[src/rtl/opTrackPkg.sv]
package opTrackPkg;
  typedef struct packed {
    logic latchOp;
    logic aluFire;
    logic resFire;
  } ctrlStrobeT;
endpackage

[src/rtl/opTrackCtrl.sv]
module opTrackCtrl
  import opTrackPkg::*;
#(
  parameter int NUM_SRC = 2
) (
  input  logic               clk,
  input  logic               rstN,
  input  logic               issue,
  input  logic               zeroA,
  input  logic               immValid,
  input  logic [NUM_SRC-1:0] rdMask,
  input  logic [NUM_SRC-1:0] rdGo,
  input  logic               aluInReady,
  input  logic               aluOutValid,
  input  logic               wrGo,
  output logic               busy,
  output logic [NUM_SRC-1:0] rdReq,
  output logic [NUM_SRC-1:0] capture,
  output logic               aluInValid,
  output logic               aluOutReady,
  output logic               wrReq,
  output ctrlStrobeT         strobe
);
  logic               busyQ, sentQ, heldQ;
  logic [NUM_SRC-1:0] needQ, needInit;
  logic               accept, done;

  generate
    for (genvar i = 0; i < NUM_SRC; i++) begin : gNeed
      if (i == 0) begin : gPortA
        assign needInit[i] = ~zeroA;
      end else if (i == 1) begin : gPortB
        assign needInit[i] = ~immValid;
      end else begin : gPortN
        assign needInit[i] = 1'b1;
      end
    end
  endgenerate

  assign accept      = issue & ~busyQ;
  assign rdReq       = {NUM_SRC{busyQ}} & needQ & ~rdMask;
  assign capture     = rdReq & rdGo;
  assign aluInValid  = busyQ & ~(|rdReq) & ~sentQ;
  assign aluOutReady = busyQ & sentQ & ~heldQ;
  assign wrReq       = heldQ;
  assign done        = heldQ & wrGo;
  assign busy        = busyQ;

  assign strobe.latchOp = accept;
  assign strobe.aluFire = aluInValid & aluInReady;
  assign strobe.resFire = aluOutValid & aluOutReady;

  always_ff @(posedge clk or negedge rstN) begin
    if (!rstN) begin
      busyQ <= 1'b0;
      sentQ <= 1'b0;
      heldQ <= 1'b0;
      needQ <= '0;
    end else if (accept) begin
      busyQ <= 1'b1;
      sentQ <= 1'b0;
      heldQ <= 1'b0;
      needQ <= needInit;
    end else if (done) begin
      busyQ <= 1'b0;
      sentQ <= 1'b0;
      heldQ <= 1'b0;
      needQ <= '0;
    end else begin
      needQ <= needQ & ~capture;
      if (strobe.aluFire) sentQ <= 1'b1;
      if (strobe.resFire) heldQ <= 1'b1;
    end
  end

  a_r2_no_spontaneous_busy: assert property (@(posedge clk) disable iff (!rstN)
    (!busy && !issue) |=> !busy);
  a_r2_busy_until_write: assert property (@(posedge clk) disable iff (!rstN)
    (busy && !(wrGo && wrReq)) |=> busy);
  a_r2_busy_drops_after_write: assert property (@(posedge clk) disable iff (!rstN)
    (wrGo && wrReq) |=> !busy);
  a_r4_req_falls_after_go: assert property (@(posedge clk) disable iff (!rstN)
    ((rdReq & rdGo) != '0) |=> ((rdReq & $past(rdReq & rdGo)) == '0));
  a_r8_valid_held: assert property (@(posedge clk) disable iff (!rstN)
    (aluInValid && !aluInReady) |=> aluInValid);
  a_r9_no_accept_while_held: assert property (@(posedge clk) disable iff (!rstN)
    wrReq |-> !aluOutReady);
  a_r9_wrreq_after_result: assert property (@(posedge clk) disable iff (!rstN)
    (aluOutValid && aluOutReady) |=> wrReq);
endmodule

[src/rtl/opTrackData.sv]
module opTrackData
  import opTrackPkg::*;
#(
  parameter int NUM_SRC = 2,
  parameter int WIDTH   = 16,
  parameter int OP_W    = 4
) (
  input  logic                     clk,
  input  logic                     rstN,
  input  ctrlStrobeT               strobe,
  input  logic [NUM_SRC-1:0]       capture,
  input  logic [OP_W-1:0]          opCode,
  input  logic                     invA,
  input  logic                     zeroA,
  input  logic [WIDTH-1:0]         immData,
  input  logic                     immValid,
  input  logic [NUM_SRC-1:0]       rdMask,
  input  logic [NUM_SRC*WIDTH-1:0] srcData,
  input  logic [WIDTH-1:0]         aluResult,
  output logic [OP_W-1:0]          aluOp,
  output logic [NUM_SRC*WIDTH-1:0] aluOperands,
  output logic [WIDTH-1:0]         wrData
);
  localparam int BUS_W = NUM_SRC * WIDTH;

  logic [OP_W-1:0]  opQ;
  logic             invQ, zeroQ, immValidQ;
  logic [WIDTH-1:0] immQ, resQ;
  logic [BUS_W-1:0] srcQ;

  always_ff @(posedge clk or negedge rstN) begin
    if (!rstN) begin
      opQ       <= '0;
      invQ      <= 1'b0;
      zeroQ     <= 1'b0;
      immValidQ <= 1'b0;
      immQ      <= '0;
      resQ      <= '0;
    end else begin
      if (strobe.latchOp) begin
        opQ       <= opCode;
        invQ      <= invA;
        zeroQ     <= zeroA;
        immValidQ <= immValid;
        immQ      <= immData;
      end
      if (strobe.resFire) resQ <= aluResult;
    end
  end

  generate
    for (genvar i = 0; i < NUM_SRC; i++) begin : gPort
      logic [WIDTH-1:0] raw;
      assign raw = srcQ[i*WIDTH +: WIDTH];

      always_ff @(posedge clk or negedge rstN) begin
        if (!rstN) srcQ[i*WIDTH +: WIDTH] <= '0;
        else if (capture[i]) srcQ[i*WIDTH +: WIDTH] <= srcData[i*WIDTH +: WIDTH];
      end

      if (i == 0) begin : gOpA
        logic [WIDTH-1:0] base;
        assign base = (rdMask[i] | zeroQ) ? '0 : raw;
        assign aluOperands[i*WIDTH +: WIDTH] = base ^ {WIDTH{invQ}};
      end else if (i == 1) begin : gOpB
        assign aluOperands[i*WIDTH +: WIDTH] =
          rdMask[i] ? '0 : (immValidQ ? immQ : raw);
      end else begin : gOpN
        assign aluOperands[i*WIDTH +: WIDTH] = rdMask[i] ? '0 : raw;
      end
    end
  endgenerate

  assign aluOp  = opQ;
  assign wrData = resQ;

  a_r3_op_stable_after_issue: assert property (@(posedge clk) disable iff (!rstN)
    !strobe.latchOp |=> $stable(aluOp));
  a_r4_capture_only_on_go: assert property (@(posedge clk) disable iff (!rstN)
    (capture == '0) |=> $stable(srcQ));
endmodule

[src/rtl/opTrackUnit.sv]
module opTrackUnit
  import opTrackPkg::*;
#(
  parameter int NUM_SRC = 2,
  parameter int WIDTH   = 16,
  parameter int OP_W    = 4
) (
  input  logic                     clk,
  input  logic                     rstN,
  input  logic                     issue,
  input  logic [OP_W-1:0]          opCode,
  input  logic                     invA,
  input  logic                     zeroA,
  input  logic [WIDTH-1:0]         immData,
  input  logic                     immValid,
  input  logic [NUM_SRC-1:0]       rdMask,
  output logic                     busy,
  output logic [NUM_SRC-1:0]       rdReq,
  input  logic [NUM_SRC-1:0]       rdGo,
  input  logic [NUM_SRC*WIDTH-1:0] srcData,
  output logic                     aluInValid,
  input  logic                     aluInReady,
  output logic [OP_W-1:0]          aluOp,
  output logic [NUM_SRC*WIDTH-1:0] aluOperands,
  input  logic                     aluOutValid,
  output logic                     aluOutReady,
  input  logic [WIDTH-1:0]         aluResult,
  output logic                     wrReq,
  input  logic                     wrGo,
  output logic [WIDTH-1:0]         wrData
);
  ctrlStrobeT         strobe;
  logic [NUM_SRC-1:0] capture;

  opTrackCtrl #(.NUM_SRC(NUM_SRC)) uCtrl (
    .clk(clk), .rstN(rstN), .issue(issue), .zeroA(zeroA), .immValid(immValid),
    .rdMask(rdMask), .rdGo(rdGo), .aluInReady(aluInReady),
    .aluOutValid(aluOutValid), .wrGo(wrGo), .busy(busy), .rdReq(rdReq),
    .capture(capture), .aluInValid(aluInValid), .aluOutReady(aluOutReady),
    .wrReq(wrReq), .strobe(strobe)
  );

  opTrackData #(.NUM_SRC(NUM_SRC), .WIDTH(WIDTH), .OP_W(OP_W)) uData (
    .clk(clk), .rstN(rstN), .strobe(strobe), .capture(capture),
    .opCode(opCode), .invA(invA), .zeroA(zeroA), .immData(immData),
    .immValid(immValid), .rdMask(rdMask), .srcData(srcData),
    .aluResult(aluResult), .aluOp(aluOp), .aluOperands(aluOperands),
    .wrData(wrData)
  );

  a_r9_result_held: assert property (@(posedge clk) disable iff (!rstN)
    (wrReq && !wrGo) |=> (wrReq && $stable(wrData)));
  a_r3_issue_ignored_when_busy: assert property (@(posedge clk) disable iff (!rstN)
    (busy && issue && !wrReq) |=> busy);
endmodule

[config.mk]
export PLATFORM = sky130hd
export DESIGN_NAME = opTrackUnit
export DESIGN_NICKNAME = d
export VERILOG_FILES = /design/src/rtl/opTrackPkg.sv /design/src/rtl/opTrackCtrl.sv /design/src/rtl/opTrackData.sv /design/src/rtl/opTrackUnit.sv
export SDC_FILE = /design/constraint.sdc
export NUM_CORES = 1
export LEC_CHECK = 0
export BUFFER_PORTS_ARGS = -buffer_cell sky130_fd_sc_hd__buf_2
export CORE_ASPECT_RATIO = 1.1
export CORE_MARGIN = 1
export CORE_UTILIZATION = 40
export CTS_CLUSTER_SIZE = 25
export DETAILED_ROUTE_END_ITERATION = 7
export PLACE_DENSITY_LB_ADDON = 0.1
export REMOVE_ABC_BUFFERS = 1
export SLEW_MARGIN = 15
export SYNTH_ARGS = -nofsm -noshare
export SYNTH_HDL_FRONTEND = slang
export SYNTH_SLANG_ARGS = --single-unit
export TNS_END_PERCENT = 20
[constraint.sdc]
create_clock -name clk -period 1.3 [get_ports clk]
set_input_delay 0.26 -clock clk [delete_from_list [all_inputs] [get_ports clk]]
set_output_delay 0.26 -clock clk [all_outputs]
set_load 0.01 [all_outputs]
==> summary.md, run 1 <==
| Metric | Value |
|---|---|
| Die area | 0.009070 mm2 |
| Avg Inst Size Synth | 14.08 um2 |
| Fin area | 0.004825 mm2 |
| GPL Wtd Cong | 0.6763 |
| Routed length per instance | around 15 um |
| CTS clk-pin slew, worst paths | 0.07 ns |
| Remaining global-route overflow | 0 |
| Fin crit share | 1.295 |
| Final Max Slew Viols | 0 |
| Max Fanout on Critical Path | 8 |
| WP data arrival | 1.42 ns |
| Critical Path End Type | primary output |
| Max VDD drop | approximately 0.0011 V |
| ANT cells | 0 |
| Initial antenna violation count | 0 |
| Core ar. | 0.008408 mm2 |
| Failing checks | setup timing |
| Cells after Synth | approximately 250 |
| RSZ-0062 raised after global routing | yes |
| Worst-margin pin slew | 0.2966 ns |
| PD cells | 2470 mW/mm2 |
| Leak Pwr | 0.002479 uW |
| CTS Buf Count | 9 |
| Layout cell share with drive strength beyond 1 | 0.6395 |
| Pre-antenna DRT Iters | 4 |
| Min Hold Slack | about 0.13 ns |
| Sequential share of the synthesized area | 0.5470 |
| Setup violations, final | 85 |
| Largest net degree at the start of global routing | 40 |
| WL final | 7727 um |
| Unique masters post-synth | 21 |
| Post-DR vias/cell | 4.715 |
| Final nets | 482 |
| Clock Path Buffers | 2 |
| Yosys reg bits | 76 |
| Initial Util | 0.4135 |
| Achievable Freq | 593.9 MHz |
| CTS H-tree lvls | 3 |
| First-pass GRT wire length | 12270 um |
| Req. time, crit path | 1.04 ns |
| DP Worst Slack | -0.1314 ns |
| Final antenna-violating net count | 0 |
| Crit Path Class | reg2out |
| Io pins | 139 |
| TritonCTS clock tree | built |
| Detail Placement HPWL | 5293 um |
| CP Launch Type | flop |
| Die height | 99.79 um |
| Vias in the first global route | ~2400 |
| Via Count | 2433 |
| Post-Place Cell Area | 0.004375 mm2 |
| Tmin final | ~1.7 ns |
| Worst clock skew | 0.007290 ns |
| Status | finished with violations |
| Root Driver | clkbuf_8 |
| Syn Std Cell Area | 0.003477 mm2 |
| Final hold vios | 0 |
| Layout area overhead | 38.76% |
| Drt initial violations | 42 |
| PortBufs | about 140 |
| Clock sink total | 76 |
| Worst Hold Class | in2reg |
| Num rows | 35 |
| Yosys warnings | 0 |
| Setup slack after layout | -0.3838 ns |
| Die W | approximately 90 um |
| Max-Cap Viols | 0 |
| GRT Util Overall | 0.1743 |
| Later-pin clock latency in the skew report | 0.34 ns |
| DRC | 0 |
| Slew margin rel. | 0.8023 |
[state kept, by name, indices dropped and copies added, names as in the netlist]
| name | count |
|---|---|
| uData.invQ | 1 |
| uData.aluOp | 4 |
| uData.wrData | 16 |
| uCtrl.wrReq | 1 |
| uData.immQ | 16 |
| uCtrl.sentQ | 1 |
| uData.gPort.raw | 32 |
| uData.immValidQ | 1 |
| uData.zeroQ | 1 |
| uCtrl.busy | 1 |
| uCtrl.needQ | 2 |
[worst max-delay path: stages, from the launching register on]
cell,delay [ns]
dfrtp_1,0.41
nor2_4,0.12
buf_6,0.15
nand2_1,0.10
xnor2_2,0.16
buf_2,0.15
[logic make-up (layout without fill, tap and decap cells)]
group / Yosys count / after routing / share of synthesized area
compound gates: 6 / 6 / 0.01260
xor+xnor: 16 / 16 / 0.04030
buf+inv: 15 / 173 / 0.02771
flops: 76 / 76 / 0.5470
mux: 87 / 87 / 0.3051
simple gates: 47 / 47 / 0.06729
[cells in the mapped netlist]
library cell,n,area (um2)
dfrtp_1,76,1902
mux2_2,44,495.5
mux2_4,27,405.4
nor2_1,18,67.56
nand2_1,17,63.81
mux2i_1,16,160.2
xnor2_1,16,140.1
buf_2,8,40.04
buf_6,4,45.04
and3b_2,3,30.03
nand2_4,3,33.78
nor2b_1,3,18.77
a21oi_1,2,10.01
a32o_1,2,20.02
inv_1,2,7.510
a31oi_1,1,6.260
clkbuf_1,1,3.750
nand2b_1,1,6.260
nor3_1,1,5.000
nor4b_1,1,8.760
o21a_1,1,7.510
[what timing repair did]
item | CTS | global route
setup endpoints to repair | 108 | 109
hold buffers | 1 | 0
cloned | 1 | 1
setup buffers | 1 | 2
pin swaps | 5 | 2
endpoints found under the hold margin | 76 | 0
resized for setup | 21 | 16
[per-layer routing]
metal | up-vias | GRT usage | wire length, um
met5 | - | 0 | 0
met1 | 1192 | 0.2407 | 3586
met3 | 10 | 0.03636 | 380
met2 | 78 | 0.2721 | 3668
met4 | 0 | 0.06593 | 91
li1 | 1153 | - | -
[power by group]
part           leakage (uW)  switching [uW]  internal (uW)
logic               0.00146            2320           3330
registers          0.000910             699           3570
clock network      0.000111             835           1170
total               0.00248            3850           8060
[per-stage QoR]
stage	cells	setup TNS, ns	util	power [uW]
after floorplan	234	-32.62	-	7414
after global placement	495	-3.491	0.5204	9247
after detailed placement	495	-5.218	0.5204	9361
after CTS	513	-12.71	0.5610	11710
after global routing	516	-19.18	0.5738	12690
final	516	-13.90	0.5738	11920
[final timing paths]
check                                           startpoint                                 to  slack (ns)  depth (start not counted)
worst max register to register      uCtrl.busy$_DFFE_PN0P_  uData.gPort[0].raw[5]$_DFFE_PN0P_       -0.14                          4
worst max-delay path               uData.zeroQ$_DFFE_PN0P_                     aluOperands[4]       -0.38                          5
worst min register to register  uData.aluOp[2]$_DFFE_PN0P_         uData.aluOp[2]$_DFFE_PN0P_        0.51                          1
worst min-delay path                                  wrGo             uCtrl.busy$_DFFE_PN0P_        0.13                          2
max in group asynchronous                             rstN             uCtrl.busy$_DFFE_PN0P_        0.63                          3
min in group asynchronous                             rstN          uData.immQ[7]$_DFFE_PN0P_        0.26                          2
[area by class of cell]
type | count | area, um2
Multi-Input combinational cell | 156 | 1620
Timing Repair Buffer | 156 | 929.6
Sequential cell | 76 | 1904
Tap cell | 111 | 138.9
Clock inverter | 4 | 72.57
Clock buffer | 11 | 151.4
Inverter | 2 | 7.507
Fill cell | 782 | 3583
[cell usage in the layout, fill, tap and decap left out, types with 3 or more instances in the layout]
master,n
buf_12,5
mux2i_1,14
mux2_2,32
nor2_1,17
and3b_2,3
nor2b_4,3
buf_6,5
xnor2_1,14
buf_2,137
buf_4,7
clkbuf_8,11
mux2_4,39
dfrtp_1,74
nand2_1,16
nand2_8,3
Note: power is estimated with default switching activity, not from simulation.
==> inputs of run 2 (changes only) <==
clock period = 1.6 ns   (was 1.3 ns; I/O delays follow)
==> summary.md, run 2 (synthesis gave the netlist of run 1 again) <==
| Metric | Value |
|---|---|
| Detail Placement HPWL | 5297 um (was 5293 um) |
| Initial antenna violation count | 0 (unchanged) |
| Remaining global-route overflow | 0 (unchanged) |
| Fin crit share | 1.057 |
| RSZ-0062 raised after global routing | yes (unchanged) |
| TritonCTS clock tree | built (unchanged) |
| Max-Cap Viols | 0 (unchanged) |
| Status | finished with violations (unchanged) |
| Crit Path Class | reg2out (unchanged) |
| Worst-margin pin slew | 0.3431 ns (was 0.2966 ns) |
| Largest net degree at the start of global routing | 29 (was 40) |
| PortBufs | 138 (unchanged) |
| PD cells | 1974 mW/mm2 (was 2470 mW/mm2) |
| Filler Cells Inserted | 791 (was 782) |
| Switching Share | 0.3234 (was 0.3233) |
| Num rows | 35 (unchanged) |
| Clock power share | 0.179 (was 0.168) |
| Layout cell share with drive strength beyond 1 | 0.6175 (was 0.6395) |
| Core ar. | 0.008408 mm2 (unchanged) |
| Setup slack after layout | -0.09147 ns (was -0.3838 ns) |
| Root Driver | clkbuf_8 (unchanged) |
| CP Launch Type | flop (unchanged) |
| Clock Path Buffers | 2 (unchanged) |
| Most common cell after layout, fill and taps aside | buf_2 (unchanged) |
| Req. time, crit path | 1.28 ns (was 1.04 ns) |
| Final hold vios | 0 (unchanged) |
| DRC | 0 (unchanged) |
| Leak Pwr | 0.002381 uW (was 0.002479 uW) |
| Reg power frac | 0.377 (was 0.358) |
| Drt initial violations | 66 (was 42) |
| Critical Path End Type | primary output (unchanged) |
| Die W | 90.90 um (unchanged) |
| GPL Wtd Cong | 0.6950 (was 0.6763) |
| Via Count | 2400 (was 2433) |
| Die area | 0.009070 mm2 (unchanged) |
| First-pass GRT wire length | 11920 um (was 12270 um) |
| Most frequent cells in the layout | buf_2 (137), dfrtp_1 (75), mux2_2 (44) (was buf_2 (137), dfrtp_1 (74), mux2_4 (39)) |
| DP Worst Slack | 0.1088 ns (was -0.1314 ns) |
| CTS H-tree lvls | 3 (unchanged) |
| Failing checks | setup timing (unchanged) |
| Tmin final | 1.691 ns |
| ANT cells | 0 (unchanged) |
| Setup violations, final | 31 (was 85) |
| Post-DR vias/cell | 4.697 (was 4.715) |
| Io pins | 139 (unchanged) |
| Pre-antenna DRT Iters | 4 (unchanged) |
| Worst Hold Class | in2reg (unchanged) |
| Layout area overhead | 32.75% (was 38.76%) |
| Internal | 6164 uW (was 8064 uW) |
| Vias in the first global route | 2430 (was 2423) |
| Post-route setup TNS | -1.419 ns (was -13.90 ns) |
| Initial Util | 0.4135 (unchanged) |
| Final antenna-violating net count | 0 (unchanged) |
| Routed length per instance | 14.32 um (was 14.97 um) |
| WP data arrival | 1.37 ns (was 1.42 ns) |
| Max VDD drop | 0.0007124 V (was 0.001063 V) |
| Final nets | 477 (was 482) |
| GRT Util Overall | 0.1697 (was 0.1743) |
| Die height | 99.79 um (unchanged) |
| Max Fanout on Critical Path | 7 (was 8) |
| Achievable Freq | 591.2 MHz |
| Final Max Slew Viols | 0 (unchanged) |
| Comb pwr share | 0.444 (was 0.474) |
| Slew margin rel. | 0.7713 (was 0.8023) |
| Min Hold Slack | 0.2034 ns (was 0.1260 ns) |
| CTS clk-pin slew, worst paths | 0.08 ns (was 0.07 ns) |
| NetSw | 2946 uW (was 3853 uW) |
| WL final | 7317 um (was 7727 um) |
| CTS Buf Count | 9 (unchanged) |
| Clock sink total | 76 (unchanged) |
| Later-pin clock latency in the skew report | 0.34 ns (about the same) |
| Placed cells | 494 (was 495) |
| Worst clock skew | 0.01129 ns (was 0.007290 ns) |
| Non-filler instance count after layout | 511 (was 516) |
| Largest register FFs | 32 (unchanged) |
[run 2: metal layers]
layer / part of all wire / vias up / track usage
met5: 0 / - / 0
met4: 0.012 / 0 / 0.06960
met3: 0.059 / 8 / 0.03864
met2: 0.48 / 78 / 0.2663
met1: 0.45 / 1173 / 0.2286
li1: - / 1141 / -
[run 2: cell type report]
| type | instances | area (um2) | area share |
|---|---|---|---|
| Timing Repair Buffer | 151 | 838.3 | 0.1816 |
| Tap cell | 111 | 138.9 | 0.03009 |
| Clock buffer | 11 | 151.4 | 0.03280 |
| Inverter | 2 | 7.507 | 0.001626 |
| Sequential cell | 76 | 1903 | 0.4123 |
| Multi-Input combinational cell | 156 | 1504 | 0.3258 |
| Clock inverter | 4 | 72.57 | 0.01572 |
[run 2: final timing paths]
check | startpoint | endpoint | slack, ns | depth (start not counted)
worst max register to register | uCtrl.busy$_DFFE_PN0P_ | uData.wrData[4]$_DFFE_PN0P_ | 0.13 | 3
worst min register to register | uData.wrData[5]$_DFFE_PN0P_ | uData.wrData[5]$_DFFE_PN0P_ | 0.50 | 1
min in group asynchronous | rstN | uData.gPort[1].raw[7]$_DFFE_PN0P_ | 0.42 | 2
max in group asynchronous | rstN | uData.immQ[3]$_DFFE_PN0P_ | 0.71 | 3
worst min-delay path | srcData[4] | uData.gPort[0].raw[4]$_DFFE_PN0P_ | 0.20 | 2
worst max-delay path | uData.zeroQ$_DFFE_PN0P_ | aluOperands[9] | -0.09 | 5
[run 2: power groups by stage]
| stage | Combinational, uW | Clock [uW] | Sequential, uW |
|---|---|---|---|
| 6_report | 4050 | 1630 | 3430 |
| 5_1_grt | 4410 | 1770 | 3560 |
| 4_1_cts | 4080 | 1690 | 3430 |
| 3_5_place_dp | 4050 | 0 | 3450 |
| 3_3_place_gp | 4000 | 0 | 3420 |
| 2_1_floorplan | 2420 | 0 | 3600 |
[run 2: per-stage QoR]
step / power (uW) / instance area [um2] / utilization
6_report: 9110 / 4616 / 0.5490
5_1_grt: 9748 / 4616 / 0.5490
4_1_cts: 9200 / 4594 / 0.5464
3_5_place_dp: 7499 / 4343 / 0.5165
3_3_place_gp: 7420 / 4343 / 0.5165
2_1_floorplan: 6024 / 3388 / -
[run 2: worst max-delay path, stage by stage, from the launching register on]
cell	delay [ns]
dfrtp_1	0.41
nor2_4	0.13
buf_6	0.14
nand2_1	0.07
xnor2_1	0.13
buf_2	0.15
[run 2: what timing repair did]
action / in CTS / in global routing
buffers inserted: 0 / 0
cloned: 1 / 0
pin swaps: 1 / 3
hold buffers: 1 / 0
resized for setup: 5 / 5
setup endpoints to repair: 32 / 33
endpoints found under the hold margin: 22 / 0
==> inputs of run 3 (changes only) <==
CORE_ASPECT_RATIO = 0.8   (was 1.1)
==> summary.md, run 3 (synthesis gave the netlist of run 1 again) <==
| Metric | Value |
|---|---|
| Tot Pwr | 8907 uW (was 9110 uW) |
| Via Count | 2340 (was 2400) |
| WHS Path Cells | 2 (unchanged) |
| CP delay by family, top | flip-flops (unchanged) |
| Filler Cells Inserted | 759 (was 791) |
| Worst path bufs/invs | 2 (unchanged) |
| Setup slack after layout | -0.1248 ns (was -0.09147 ns) |
| Drt initial violations | 48 (was 66) |
| Ordered cell list for the critical path | nor2_4 > buf_4 > nand2_1 > xnor2_1 > buf_2 (was nor2_4 > buf_6 > nand2_1 > xnor2_1 > buf_2) |
| Largest net degree at the start of global routing | 31 (was 29) |
| Core ar. | 0.008446 mm2 (was 0.008408 mm2) |
| WP data arrival | 1.40 ns (was 1.37 ns) |
| First-pass GRT wire length | 11810 um (was 11920 um) |
| Initial antenna violation count | 0 (unchanged) |
| CTS clk-pin slew, worst paths | 0.08 ns (about the same) |
| Leak Pwr | 0.002347 uW (was 0.002381 uW) |
| Reg2Reg Setup Slack | 0.14 ns (was 0.13 ns) |
| RSZ-0062 raised after global routing | yes (unchanged) |
| DP Worst Slack | 0.1076 ns (was 0.1088 ns) |
| Worst Hold Class | in2reg (unchanged) |
| Final Max Slew Viols | 0 (unchanged) |
| Max VDD drop | 0.0009444 V (was 0.0007124 V) |
| Most common cell after layout, fill and taps aside | buf_2 (unchanged) |
| PD cells | 1945 mW/mm2 (was 1974 mW/mm2) |
| Die height | 85.39 um (was 99.79 um) |
| R2r endpoint | uData.gPort[1].raw[0]$_DFFE_PN0P_ (was uData.wrData[4]$_DFFE_PN0P_) |
| Worst clock skew | 0.009255 ns (was 0.01129 ns) |
| Fin area | 0.004579 mm2 (was 0.004616 mm2) |
| Final hold vios | 0 (unchanged) |
| Hold endpoint | uCtrl.busy$_DFFE_PN0P_ (was uData.gPort[0].raw[4]$_DFFE_PN0P_) |
| Clock sink total | 76 (unchanged) |
| CP Launch Type | flop (unchanged) |
| Tmin final | 1.725 ns (was 1.691 ns) |
| Final nets | 476 (was 477) |
| GPL Wtd Cong | 0.7132 (was 0.6950) |
| CTS H-tree lvls | 3 (unchanged) |
| Detail Placement HPWL | 5200 um (was 5297 um) |
| Layout area overhead | 31.70% (was 32.75%) |
| PortBufs | 138 (unchanged) |
| Worst-margin pin slew | 0.3333 ns (was 0.3431 ns) |
| Most frequent cells in the layout | buf_2 (137), dfrtp_1 (75), mux2_2 (44) (unchanged) |
| Layout cell share with drive strength beyond 1 | 0.6140 (was 0.6175) |
| Worst r2r src | uCtrl.busy$_DFFE_PN0P_ (unchanged) |
| Achievable Freq | 579.8 MHz (was 591.2 MHz) |
| Crit-path max cell delay | 0.41 ns (about the same) |
| Die W | 106.2 um (was 90.90 um) |
| ANT cells | 0 (unchanged) |
| CTS Buf Count | 9 (unchanged) |
| Largest register FFs | 32 (unchanged) |
| Num rows | 30 (was 35) |
| Max Fanout on Critical Path | 8 (was 7) |
| Remaining global-route overflow | 0 (unchanged) |
| Depth of the worst register-to-register path | 3 (unchanged) |
| Post-route setup TNS | -1.668 ns (was -1.419 ns) |
| Die area | 0.009072 mm2 (was 0.009070 mm2) |
| GRT Util Overall | 0.1701 (was 0.1697) |
| Slew margin rel. | 0.7778 (was 0.7713) |
| Failing checks | setup timing (unchanged) |
| Clock Path Buffers | 2 (unchanged) |
| Post-Place Cell Area | 0.004342 mm2 (was 0.004343 mm2) |
| Fin crit share | 1.078 (was 1.057) |
| Setup violations, final | 22 (was 31) |
| Status | finished with violations (unchanged) |
| Post-DR vias/cell | 4.579 (was 4.697) |
| Io pins | 139 (unchanged) |
| WL final | 7210 um (was 7317 um) |
| Vias in the first global route | 2337 (was 2430) |
| Non-filler instance count after layout | 511 (unchanged) |
| Placed cells | 493 (was 494) |
| TritonCTS clock tree | built (unchanged) |
| Hold_sp | wrGo (was srcData[4]) |
| Slowest-stage cell, CP | dfrtp_1 (unchanged) |
| Later-pin clock latency in the skew report | 0.34 ns (about the same) |
| Initial Util | 0.4117 (was 0.4135) |
| Final antenna-violating net count | 0 (unchanged) |
| Root Driver | clkbuf_8 (unchanged) |
| Pre-antenna DRT Iters | 4 (unchanged) |
| Critical Path End Type | primary output (unchanged) |
| Crit Path Class | reg2out (unchanged) |
| Max-Cap Viols | 0 (unchanged) |
| Req. time, crit path | 1.28 ns (about the same) |
| DRC | 0 (unchanged) |
| Routed length per instance | 14.11 um (was 14.32 um) |
-- run 3: layer usage --
metal | track usage | vias up | wire (um) | part of all wire
met5 | 0 | - | 0 | 0
met4 | 0.06566 | 0 | 123 | 0.017
met3 | 0.06068 | 12 | 556 | 0.077
met2 | 0.2509 | 74 | 3241 | 0.45
met1 | 0.2291 | 1116 | 3289 | 0.46
li1 | - | 1138 | - | -
-- run 3: worst max-delay path by stage --
stage                                              end  cells past startpoint               startpoint  slack, ns
floorplan                     uCtrl.needQ[0]$_DFF_PN0_                      3   uCtrl.busy$_DFFE_PN0P_      -0.66
global placement                        aluOperands[5]                      6                rdMask[0]       0.14
detailed placement  uData.gPort[1].raw[15]$_DFFE_PN0P_                      3   uCtrl.busy$_DFFE_PN0P_       0.11
CTS                                     aluOperands[1]                      5  uData.zeroQ$_DFFE_PN0P_      -0.16
global route                            aluOperands[0]                      5  uData.zeroQ$_DFFE_PN0P_      -0.22
finish                                 aluOperands[15]                      5  uData.zeroQ$_DFFE_PN0P_      -0.12
-- run 3: metrics by stage --
stage / util / hold slack, ns
floorplan: - / 0.02441
global placement: 0.5141 / 0.2418
detailed placement: 0.5141 / 0.2487
CTS: 0.5385 / 0.1639
global route: 0.5422 / 0.1643
finish: 0.5422 / 0.1926
-- run 3: cell type report --
cell class / count / area, um2 / share of cell area
clock buffers: 11 / 141.4 / 0.03087
inverters: 2 / 7.507 / 0.001639
repair buffers: 150 / 839.6 / 0.1833
clock inverters: 4 / 50.05 / 0.01093
multi-input cells: 156 / 1498 / 0.3271
flip-flops and latches: 76 / 1903 / 0.4156
well taps: 112 / 140.1 / 0.03060
-- run 3: timing repair --
action / in CTS / in global routing
setup buffers: 0 / 1
hold buffers: 1 / 0
pin swaps: 0 / 1
cloned: 0 / 1
setup endpoints to repair: 35 / 34
endpoints found under the hold margin: 20 / 0
resized for setup: 2 / 6
-- run 3: report_power, final --
group / leakage (uW) / switching (uW) / internal [uW]
Sequential: 0.000911 / 527 / 2890
Clock: 0.0000914 / 682 / 753
Combinational: 0.00134 / 1730 / 2320
Total: 0.00235 / 2940 / 5970
-- run 3: worst reg2reg max path: stages (launching register included) --
cell and delay (ns):
dfrtp_2 0.47, and3b_2 0.24, nand2_4 0.25, mux2_2 0.38
